[src/rtl/nru_pkg.sv]
package nru_pkg;
  typedef enum logic {
    ST_IDLE = 1'b0,
    ST_SCAN = 1'b1
  } scan_state_e;
endpackage

[src/rtl/nru_flag_array.sv]
module nru_flag_array #(
  parameter int NUM_FRAMES = 8,
  parameter int IDX_W      = $clog2(NUM_FRAMES)
) (
  input  logic                  clk_i,
  input  logic                  rst_ni,
  input  logic                  mark_valid_i,
  input  logic [IDX_W-1:0]      mark_idx_i,
  input  logic                  mark_write_i,
  input  logic                  clr_ref_en_i,
  input  logic [IDX_W-1:0]      clr_ref_idx_i,
  input  logic                  clr_dirty_en_i,
  input  logic [IDX_W-1:0]      clr_dirty_idx_i,
  output logic [NUM_FRAMES-1:0] ref_o,
  output logic [NUM_FRAMES-1:0] dirty_o
);

  logic [NUM_FRAMES-1:0] ref_q;
  logic [NUM_FRAMES-1:0] dirty_q;

  for (genvar g = 0; g < NUM_FRAMES; g++) begin : g_frame
    logic mark_hit, clr_ref_hit, clr_dirty_hit;
    assign mark_hit      = mark_valid_i   && (mark_idx_i      == IDX_W'(g));
    assign clr_ref_hit   = clr_ref_en_i   && (clr_ref_idx_i   == IDX_W'(g));
    assign clr_dirty_hit = clr_dirty_en_i && (clr_dirty_idx_i == IDX_W'(g));

    always_ff @(posedge clk_i or negedge rst_ni) begin
      if (!rst_ni) begin
        ref_q[g]   <= 1'b0;
        dirty_q[g] <= 1'b0;
      end else begin
        // mark has priority over the sweep clear
        if (mark_hit)         ref_q[g] <= 1'b1;
        else if (clr_ref_hit) ref_q[g] <= 1'b0;
        if (mark_hit && mark_write_i) dirty_q[g] <= 1'b1;
        else if (clr_dirty_hit)       dirty_q[g] <= 1'b0;
      end
    end
  end

  assign ref_o   = ref_q;
  assign dirty_o = dirty_q;

  assert_mark_sets_ref_R2: assert property (@(posedge clk_i) disable iff (!rst_ni)
    mark_valid_i |=> ref_q[$past(mark_idx_i)]);

  assert_write_sets_dirty_R2: assert property (@(posedge clk_i) disable iff (!rst_ni)
    (mark_valid_i && mark_write_i) |=> dirty_q[$past(mark_idx_i)]);

  assert_mark_wins_R11: assert property (@(posedge clk_i) disable iff (!rst_ni)
    (mark_valid_i && clr_ref_en_i && (mark_idx_i == clr_ref_idx_i)) |=> ref_q[$past(clr_ref_idx_i)]);

  assert_pass_clears_ref_R6: assert property (@(posedge clk_i) disable iff (!rst_ni)
    (clr_ref_en_i && !(mark_valid_i && (mark_idx_i == clr_ref_idx_i)))
      |=> !ref_q[$past(clr_ref_idx_i)]);

  assert_victim_dirty_clear_R10: assert property (@(posedge clk_i) disable iff (!rst_ni)
    (clr_dirty_en_i && !(mark_valid_i && mark_write_i && (mark_idx_i == clr_dirty_idx_i)))
      |=> !dirty_q[$past(clr_dirty_idx_i)]);

endmodule

[src/rtl/nru_sweep_ctrl.sv]
module nru_sweep_ctrl
  import nru_pkg::*;
#(
  parameter int NUM_FRAMES = 8,
  parameter int IDX_W      = $clog2(NUM_FRAMES)
) (
  input  logic                  clk_i,
  input  logic                  rst_ni,
  input  logic                  req_valid_i,
  input  logic                  prefer_clean_i,
  input  logic [NUM_FRAMES-1:0] ref_i,
  input  logic [NUM_FRAMES-1:0] dirty_i,
  output logic                  req_ready_o,
  output logic                  done_o,
  output logic [IDX_W-1:0]      victim_o,
  output logic                  clr_ref_en_o,
  output logic                  clr_dirty_en_o,
  output logic [IDX_W-1:0]      cur_idx_o
);

  localparam int CNT_W = IDX_W + 1;
  localparam logic [IDX_W-1:0] LAST_IDX = IDX_W'(NUM_FRAMES - 1);
  localparam logic [CNT_W-1:0] SWEEP    = CNT_W'(NUM_FRAMES);

  scan_state_e      state_q;
  logic [IDX_W-1:0] hand_q, cur_q, victim_q;
  logic [CNT_W-1:0] cnt_q;
  logic             clean_q, done_q;
  logic             scanning, clean_phase, hit;

  function automatic logic [IDX_W-1:0] step(input logic [IDX_W-1:0] x);
    return (x == LAST_IDX) ? '0 : x + 1'b1;
  endfunction

  assign scanning    = (state_q == ST_SCAN);
  assign clean_phase = clean_q && (cnt_q < SWEEP);
  assign hit         = scanning && !ref_i[cur_q] && !(clean_phase && dirty_i[cur_q]);

  assign clr_ref_en_o   = scanning && !hit;
  assign clr_dirty_en_o = hit;
  assign cur_idx_o      = cur_q;
  assign req_ready_o    = !scanning;
  assign done_o         = done_q;
  assign victim_o       = victim_q;

  always_ff @(posedge clk_i or negedge rst_ni) begin
    if (!rst_ni) begin
      state_q  <= ST_IDLE;
      hand_q   <= LAST_IDX;
      cur_q    <= '0;
      cnt_q    <= '0;
      clean_q  <= 1'b0;
      done_q   <= 1'b0;
      victim_q <= '0;
    end else begin
      done_q <= 1'b0;
      unique case (state_q)
        ST_IDLE: if (req_valid_i) begin
          state_q <= ST_SCAN;
          cur_q   <= step(hand_q);
          cnt_q   <= '0;
          clean_q <= prefer_clean_i;
        end
        ST_SCAN: if (hit) begin
          state_q  <= ST_IDLE;
          hand_q   <= cur_q;
          victim_q <= cur_q;
          done_q   <= 1'b1;
        end else begin
          cur_q <= step(cur_q);
          if (cnt_q < SWEEP) cnt_q <= cnt_q + 1'b1;
        end
        default: state_q <= ST_IDLE;
      endcase
    end
  end

  assert_done_pulse_R3: assert property (@(posedge clk_i) disable iff (!rst_ni)
    done_o |=> !done_o);

  assert_busy_after_accept_R3: assert property (@(posedge clk_i) disable iff (!rst_ni)
    (req_valid_i && req_ready_o) |=> !req_ready_o);

  assert_ready_on_done_R3: assert property (@(posedge clk_i) disable iff (!rst_ni)
    done_o |-> req_ready_o);

  assert_victim_unreferenced_R5: assert property (@(posedge clk_i) disable iff (!rst_ni)
    clr_dirty_en_o |-> !ref_i[cur_idx_o]);

endmodule

[src/rtl/nru_clock_replacer.sv]
module nru_clock_replacer #(
  parameter int NUM_FRAMES = 8,
  parameter int IDX_W      = $clog2(NUM_FRAMES)
) (
  input  logic             clk_i,
  input  logic             rst_ni,
  input  logic             mark_valid_i,
  input  logic [IDX_W-1:0] mark_idx_i,
  input  logic             mark_write_i,
  input  logic             req_valid_i,
  input  logic             prefer_clean_i,
  output logic             req_ready_o,
  output logic             done_o,
  output logic [IDX_W-1:0] victim_o
);

  logic [NUM_FRAMES-1:0] ref_vec, dirty_vec;
  logic                  clr_ref_en, clr_dirty_en;
  logic [IDX_W-1:0]      cur_idx;

  nru_flag_array #(.NUM_FRAMES(NUM_FRAMES), .IDX_W(IDX_W)) u_flags (
    .clk_i           (clk_i),
    .rst_ni          (rst_ni),
    .mark_valid_i    (mark_valid_i),
    .mark_idx_i      (mark_idx_i),
    .mark_write_i    (mark_write_i),
    .clr_ref_en_i    (clr_ref_en),
    .clr_ref_idx_i   (cur_idx),
    .clr_dirty_en_i  (clr_dirty_en),
    .clr_dirty_idx_i (cur_idx),
    .ref_o           (ref_vec),
    .dirty_o         (dirty_vec)
  );

  nru_sweep_ctrl #(.NUM_FRAMES(NUM_FRAMES), .IDX_W(IDX_W)) u_ctrl (
    .clk_i          (clk_i),
    .rst_ni         (rst_ni),
    .req_valid_i    (req_valid_i),
    .prefer_clean_i (prefer_clean_i),
    .ref_i          (ref_vec),
    .dirty_i        (dirty_vec),
    .req_ready_o    (req_ready_o),
    .done_o         (done_o),
    .victim_o       (victim_o),
    .clr_ref_en_o   (clr_ref_en),
    .clr_dirty_en_o (clr_dirty_en),
    .cur_idx_o      (cur_idx)
  );

endmodule

[config.mk]
export PLATFORM = sky130hd
export DESIGN_NAME = nru_clock_replacer
export DESIGN_NICKNAME = d
export VERILOG_FILES = /design/src/rtl/nru_pkg.sv /design/src/rtl/nru_flag_array.sv /design/src/rtl/nru_sweep_ctrl.sv /design/src/rtl/nru_clock_replacer.sv
export SDC_FILE = /design/constraint.sdc
export NUM_CORES = 1
export LEC_CHECK = 0
export BUFFER_PORTS_ARGS = -buffer_cell sky130_fd_sc_hd__buf_2
export CORE_ASPECT_RATIO = 1.1
export CORE_MARGIN = 2
export CORE_UTILIZATION = 49
export DETAILED_ROUTE_END_ITERATION = 8
export PLACE_DENSITY = 0.67
export SYNTH_ARGS = -nofsm -noshare
export SYNTH_HDL_FRONTEND = slang
export SYNTH_HIERARCHICAL = 1
export SYNTH_SLANG_ARGS = --single-unit
export TNS_END_PERCENT = 20
[constraint.sdc]
create_clock -name clk_i -period 3.8 [get_ports clk_i]
set_clock_uncertainty 0.05 [all_clocks]
set_input_delay 1.14 -clock clk_i [delete_from_list [all_inputs] [get_ports clk_i]]
set_output_delay 1.14 -clock clk_i [all_outputs]
set_load 0.05 [all_outputs]
# Word level (Yosys, flattened, before mapping)
# Index checks and enable logic that the tools add are counted.
[classes]
n_addsub = 3
n_lt_le_gt_ge = 2
eq_ne = 18
mux = 50
bitwise = 1
reduce_logical = 63
[ops]
columns = ["cell", "count"]
rows = [
  ["two-way mux 1 bit", 38],
  ["logical AND 1 bit", 37],
  ["nonzero test 2 bit", 16],
  ["equality test 3 bit (second input constant)", 9],
  ["equality test 3 x 2 -> 1 bit (second input constant)", 4],
  ["two-way mux 3 bit", 4],
  ["two-way mux 4 bit", 3],
  ["one-hot mux 4 bit (2 select lines)", 1],
  ["adder 3 x 1 -> 3 bit (second input constant)", 2],
  ["binary-select mux 1 bit (select 3 bit)", 2],
  ["equality test 3 x 1 -> 1 bit (second input constant)", 2],
  ["zero test 3 bit", 2],
  ["inequality test 2 bit (second input constant)", 3],
  ["one-hot mux 3 bit (2 select lines)", 1],
  ["AND reduction 2 bit", 3],
  ["adder 4 x 1 -> 4 bit (second input constant)", 1],
  ["zero test 1 bit", 4],
  ["less-than comparator 3 x 4 -> 1 bit (second input constant)", 1],
  ["less-than comparator 4 bit (second input constant)", 1],
  ["AND reduction 3 bit", 1],
  ["one-hot mux 1 bit (2 select lines)", 1],
  ["NOT 1 bit", 1],
]
[totals]
regBits = 32
in_bits = 9
out_inout_bits = 5
elab_cells = 160

# Depth between registers and ports, before layout
[depth]
ltp_word = 10
mapped_depth = 8
ltp_nobuf = 6

# By module
# The synthesis kept the hierarchy.
[by_module_without_submodules]
columns = ["mod", "n_inst", "cells_each", "area_per_inst_um2", "seq_area_each_um2"]
rows = [
  ["nru_sweep_ctrl", 1, 88, 959.7, 404.1],
  ["nru_flag_array", 1, 60, 745.7, 400.4],
]

# Least setup slack after synthesis
# Ideal clock, no wire load.
[synth_timing]
path_type = "reg-to-reg"
startpoint = "register u_ctrl.cur_q[0] (netlist: u_ctrl/cur_idx_o[0])"
endpoint = "register u_flags.dirty_q[0] (netlist: u_flags/dirty_o[0])"
setup_time_ns = 0.122
t_arrival_ns = 2.667
t_required_ns = 3.628
path_slack_ns = 0.962
path_stages_with_launch = 8
n_path_buf = 2
period_less_slack_ns = 2.838
path_cell_list = "dfrtp_1 -> buf_6 -> mux4_2 -> mux2_2 -> a211oi_4 -> buf_6 -> or4b_1 -> a32o_1"
[synth_via]
elab_chain_len = 7
word_cells_on_any_way = 12
cone_classes = "mux: 4; reduce/logical: 8"
[synth_rtl]
columns = ["item", "line_no", "source"]
rows = [
  ["start: declaration", "nru_sweep_ctrl.sv:26", "logic [IDX_W-1:0] hand_q, cur_q, victim_q;"],
  ["start signal: assignment", "nru_sweep_ctrl.sv:60", "cur_q <= step(hand_q);"],
  ["start signal: assignment", "nru_sweep_ctrl.sv:70", "cur_q <= step(cur_q);"],
  ["binary-select mux 1 bit (select 3 bit)", "nru_sweep_ctrl.sv:37", "assign hit = scanning && !ref_i[cur_q] && !(clean_phase && dirty_i[cur_q]);"],
  ["two-way mux 1 bit (implied by the code)", "nru_sweep_ctrl.sv:37", ""],
  ["zero test 1 bit / logical AND 1 bit (equally long branches)", "nru_sweep_ctrl.sv:37", ""],
  ["logical AND 1 bit / zero test 1 bit (equally long branches)", "nru_sweep_ctrl.sv:37", ""],
  ["logical AND 1 bit *", "nru_sweep_ctrl.sv:37", ""],
  ["via clr_dirty_en", "nru_clock_replacer.sv:18", "logic clr_ref_en, clr_dirty_en;"],
  ["logical AND 1 bit *", "nru_flag_array.sv:25", "assign clr_dirty_hit = clr_dirty_en_i && (clr_dirty_idx_i == IDX_W'(g));"],
  ["nonzero test 2 bit (no line) *", "-", ""],
  ["end signal: indexed assignment", "nru_flag_array.sv:30", "dirty_q[g] <= 1'b0;"],
  ["end signal: indexed assignment", "nru_flag_array.sv:35", "if (mark_hit && mark_write_i) dirty_q[g] <= 1'b1;"],
  ["end signal: indexed assignment", "nru_flag_array.sv:36", "else if (clr_dirty_hit) dirty_q[g] <= 1'b0;"],
  ["end: declaration", "nru_flag_array.sv:19", "logic [NUM_FRAMES-1:0] dirty_q;"],
]
# Mark *: on every way through the listed nets, which the timed path passes. The rest lies on a longest branch. The select of a mux whose other input is x is not followed.
# A chain may end at the register's enable or synchronous reset.

# Worst setup path after layout
[layout_timing]
startpoint = "register u_ctrl.cur_q[0] (netlist: u_ctrl/cur_idx_o[0])"
endpoint = "register u_flags.ref_q[2] (netlist: u_flags/ref_o[2])"
[layout_via]
elab_chain_len = 9
word_cells_on_any_way = 14
cone_classes = "eq/ne: 1; mux: 4; reduce/logical: 9"
[layout_rtl]
columns = ["item", "line_no", "source"]
rows = [
  ["binary-select mux 1 bit (select 3 bit)", "nru_sweep_ctrl.sv:37", ""],
  ["two-way mux 1 bit (implied by the code)", "nru_sweep_ctrl.sv:37", ""],
  ["zero test 1 bit / logical AND 1 bit (equally long branches)", "nru_sweep_ctrl.sv:37", ""],
  ["logical AND 1 bit / zero test 1 bit (equally long branches)", "nru_sweep_ctrl.sv:37", ""],
  ["logical AND 1 bit *", "nru_sweep_ctrl.sv:37", ""],
  ["via clr_dirty_en", "nru_clock_replacer.sv:18", ""],
  ["zero test 1 bit *", "nru_sweep_ctrl.sv:39", "assign clr_ref_en_o = scanning && !hit;"],
  ["logical AND 1 bit *", "nru_sweep_ctrl.sv:39", ""],
  ["via clr_ref_en", "nru_clock_replacer.sv:18", ""],
  ["logical AND 1 bit *", "nru_flag_array.sv:24", "assign clr_ref_hit = clr_ref_en_i && (clr_ref_idx_i == IDX_W'(g));"],
  ["nonzero test 2 bit (no line) *", "-", ""],
  ["end signal: indexed assignment", "nru_flag_array.sv:29", "ref_q[g] <= 1'b0;"],
  ["end signal: indexed assignment", "nru_flag_array.sv:33", "if (mark_hit) ref_q[g] <= 1'b1;"],
  ["end signal: indexed assignment", "nru_flag_array.sv:34", "else if (clr_ref_hit) ref_q[g] <= 1'b0;"],
  ["end: declaration", "nru_flag_array.sv:18", "logic [NUM_FRAMES-1:0] ref_q;"],
]
# Marked as above.

==> out/qor.txt <==
CP required = 3.99 ns
Area grow syn2layout = 9.61%
Top post-synthesis cells by area = dfrtp_1, dfstp_2, o2bb2ai_1, mux4_2, ha_1
Share of layout cells above drive strength 1 = 0.199
Synthesis warning total = 6
Chip height = 65.9 µm
Async S/R FF share, synth = 1.00
Via count = 1278
Setup CP Type = reg -> reg
Die X = 60.3 µm
Htree depth = 2
Final Max Slew Viols = 0
Logic pwr share = 0.506
CP Capture Type = register
Slew HR = 0.474
Hold EP = u_ctrl/hand_q[1]$_DFFE_PN1P_
Crit path DAT = 3.29 ns
Achievable clock frequency = 323 MHz
Post-synthesis sequential area ratio = 0.472
Total Wirelength = 3560 µm
Synthesized cell area = 1710 µm²
Ports = 14
Global-route wire length before repair = 5950 µm
Clock root buffer master = clkbuf_4
Synth top area share = 0.426
Post-Syn Instances = 148
Max Cap Viol = 0
Crit-path max FO = 26
Detailed placement HPWL = 2500 µm
Fin util = 0.561
P_int = 1.03 mW
Final Cycle Share = 0.814
Worst slew pin tran = 0.790 ns
Setup TNS = 0 ns
Psw = 0.789 mW
Hold WC Path Type = reg -> reg
Hold_buf cts = 0
Post-cts sizing count = 0
Hold Startpoint = u_ctrl/hand_q[1]$_DFFE_PN1P_
Antenna cell count = 0
R2r worst-path depth = 7
Net Sw Frac = 0.434
Largest net degree at the start of global routing = 33
Die ar. = 3970 µm²
Clk slew on worst S/H paths = 0.09 ns
Total congestion overflow = 0
Fin cells = 214
Status = completed
Vias in the first global route = 1236
Drt initial violations = 62
Cts bufs inserted = 5
# port buffers = 13
Detail Route Antenna Nets = 0
Pwr per Cell Area = 972 nW/µm²
Initial Util = 0.512
Placer Congestion = 0.795
Critical R2R Launch = u_ctrl/cur_idx_o[0]$_DFFE_PN0P_
TritonRoute pass-1 iters = 4
Clk_lat worst skew = 0.32 ns
Synthesized net count = 162
Number of library cell types mapped by synthesis = 46
# setup viols final = 0
Peak supply drop = 594 µV
Wire per inst = 16.7 µm
Remaining DRCs = 0
Sequential Power Share = 0.384
Core Box Area = 3330 µm²
Initial antenna violation count = 0
Deepest clock path buffer count = 2
Via/cell ratio = 5.97
Site row count = 22
RSZ-0062 raised after global routing = false
Post-synth EDFFs = 0
P_leak = 0.792 nW
Clock Power Share = 0.110
Nature of the critical path startpoint = register
Seq cells post-synth = 32
Fin crit period = 3.09 ns
R2R setup slack = 0.71 ns
Ys flop type = dfrtp_1
CTS tree = done
Cells after DPL = 206
Gr usage total = 0.205
Hold depth = 2
Hold Violations, Final = 0
RR Endpoint = u_flags/ref_o[2]$_DFFE_PN0P_
Syn_area_per_cell = 11.5 µm²
Nets = 179
CTS Sinks = 32
Post-CTS setup buffer count = 0
Yosys top cell by area = dfrtp_1
## worst max-delay path, stage by stage (launching register included)
cell and delay [ns]:
dfrtp_1 0.87, mux4_2 0.62, mux2_2 0.32, a211oi_4 0.39
buf_4 0.28, nor2_1 0.14, nor4bb_1 0.18, o22ai_1 0.16
## layout make-up
type | instances | area [µm²]
fillers | 288 | 1460
inverters | 11 | 41.3
repair buffers | 15 | 80.1
clock buffers | 8 | 58.8
well taps | 48 | 60.1
multi-input cells | 100 | 825
flip-flops and latches | 32 | 805
## how the worst max path moves through the flow
stage                                     from                        endpoint  slack (ns)  depth (start not counted)
2_1_floorplan  u_ctrl/cur_idx_o[0]$_DFFE_PN0P_  u_flags/dirty_o[0]$_DFFE_PN0P_        0.96                          7
3_3_place_gp   u_ctrl/cur_idx_o[0]$_DFFE_PN0P_  u_flags/dirty_o[0]$_DFFE_PN0P_        0.85                          5
3_5_place_dp   u_ctrl/cur_idx_o[1]$_DFFE_PN0P_    u_flags/ref_o[0]$_DFFE_PN0P_        0.76                          7
4_1_cts        u_ctrl/cur_idx_o[0]$_DFFE_PN0P_    u_flags/ref_o[2]$_DFFE_PN0P_        0.75                          7
5_1_grt        u_ctrl/cur_idx_o[0]$_DFFE_PN0P_    u_flags/ref_o[2]$_DFFE_PN0P_        0.52                          7
6_report       u_ctrl/cur_idx_o[0]$_DFFE_PN0P_    u_flags/ref_o[2]$_DFFE_PN0P_        0.71                          7
## synthesized netlist by cell type, drive strengths merged (4+ instances only)
master	instances
mux2	4
o21ai	8
nor2	5
o2bb2ai	8
inv	10
nand4b	6
nand2	9
ha	5
o22ai	4
a21oi	4
dfrtp	29
## cells by family after synthesis
group                      Yosys count  synth area share
muxes                               10            0.0836
DFF                                 32             0.472
buffers and inverters               16            0.0448
and+or+nand+nor                     46             0.184
adders and majority gates            5            0.0367
xor gates and xnor gates             1           0.00514
AOI/OAI and AO/OA                   38             0.174
## state kept, by name (all words and copies together) (netlist names)
signal and count:
u_ctrl/clean_q 1, u_ctrl/cnt_q 4, u_flags/dirty_o 8, u_ctrl/done_o 1, u_ctrl/hand_q 3, u_ctrl/scanning 1
u_ctrl/victim_o 3, u_flags/ref_o 8, u_ctrl/cur_idx_o 3
## power by group through the flow
| stage | registers (mW) | clock network (mW) | logic (mW) |
|---|---|---|---|
| final | 0.699 | 0.199 | 0.919 |
| after global routing | 0.732 | 0.224 | 1.00 |
| after CTS | 0.697 | 0.205 | 0.921 |
| after detailed placement | 0.703 | 0 | 0.914 |
| after global placement | 0.694 | 0 | 0.888 |
| after floorplan | 0.701 | 0 | 0.716 |
## cell usage in the layout, fill, tap and decap left out, types with 2 or more instances in the layout
master / netlist / final
a21oi_1: 3 / 3
a22o_1: 3 / 3
a32o_1: 2 / 2
and3_1: 2 / 2
and4bb_1: 2 / 2
buf_2: 1 / 13
buf_4: 0 / 2
clkbuf_1: 2 / 2
clkbuf_4: 0 / 5
dfrtp_1: 29 / 29
dfstp_2: 3 / 3
ha_1: 5 / 5
inv_1: 10 / 10
mux2_1: 2 / 2
mux2_2: 2 / 2
mux2i_1: 3 / 3
mux4_2: 3 / 3
nand2_1: 8 / 8
nand2b_1: 3 / 3
nand3b_1: 2 / 2
nand4_1: 3 / 3
nand4b_1: 6 / 6
nand4bb_1: 2 / 2
nor2_1: 5 / 5
nor2b_1: 2 / 2
nor3b_1: 3 / 3
nor4bb_1: 2 / 2
o211ai_1: 2 / 2
o21ai_0: 2 / 2
o21ai_1: 6 / 6
o22ai_1: 4 / 4
o2bb2ai_1: 8 / 8
or4b_1: 2 / 2
## per-layer routing
layer  track usage  vias up  share of wire
li1              -      603              -
met1         0.273      639           0.46
met2         0.323       34           0.50
met3        0.0587        2          0.040
met4        0.0583        0        0.00028
met5             0        -              0
## through the flow
step	hold WS, ns	worst slack (ns)	power, mW	area, µm²
floorplan	0.401	0.962	1.42	1710
global placement	0.418	0.852	1.58	1810
detailed placement	0.416	0.761	1.62	1810
CTS	0.434	0.748	1.82	1870
global route	0.461	0.521	1.96	1870
finish	0.429	0.706	1.82	1870
Power figures use the tool's default switching activity.
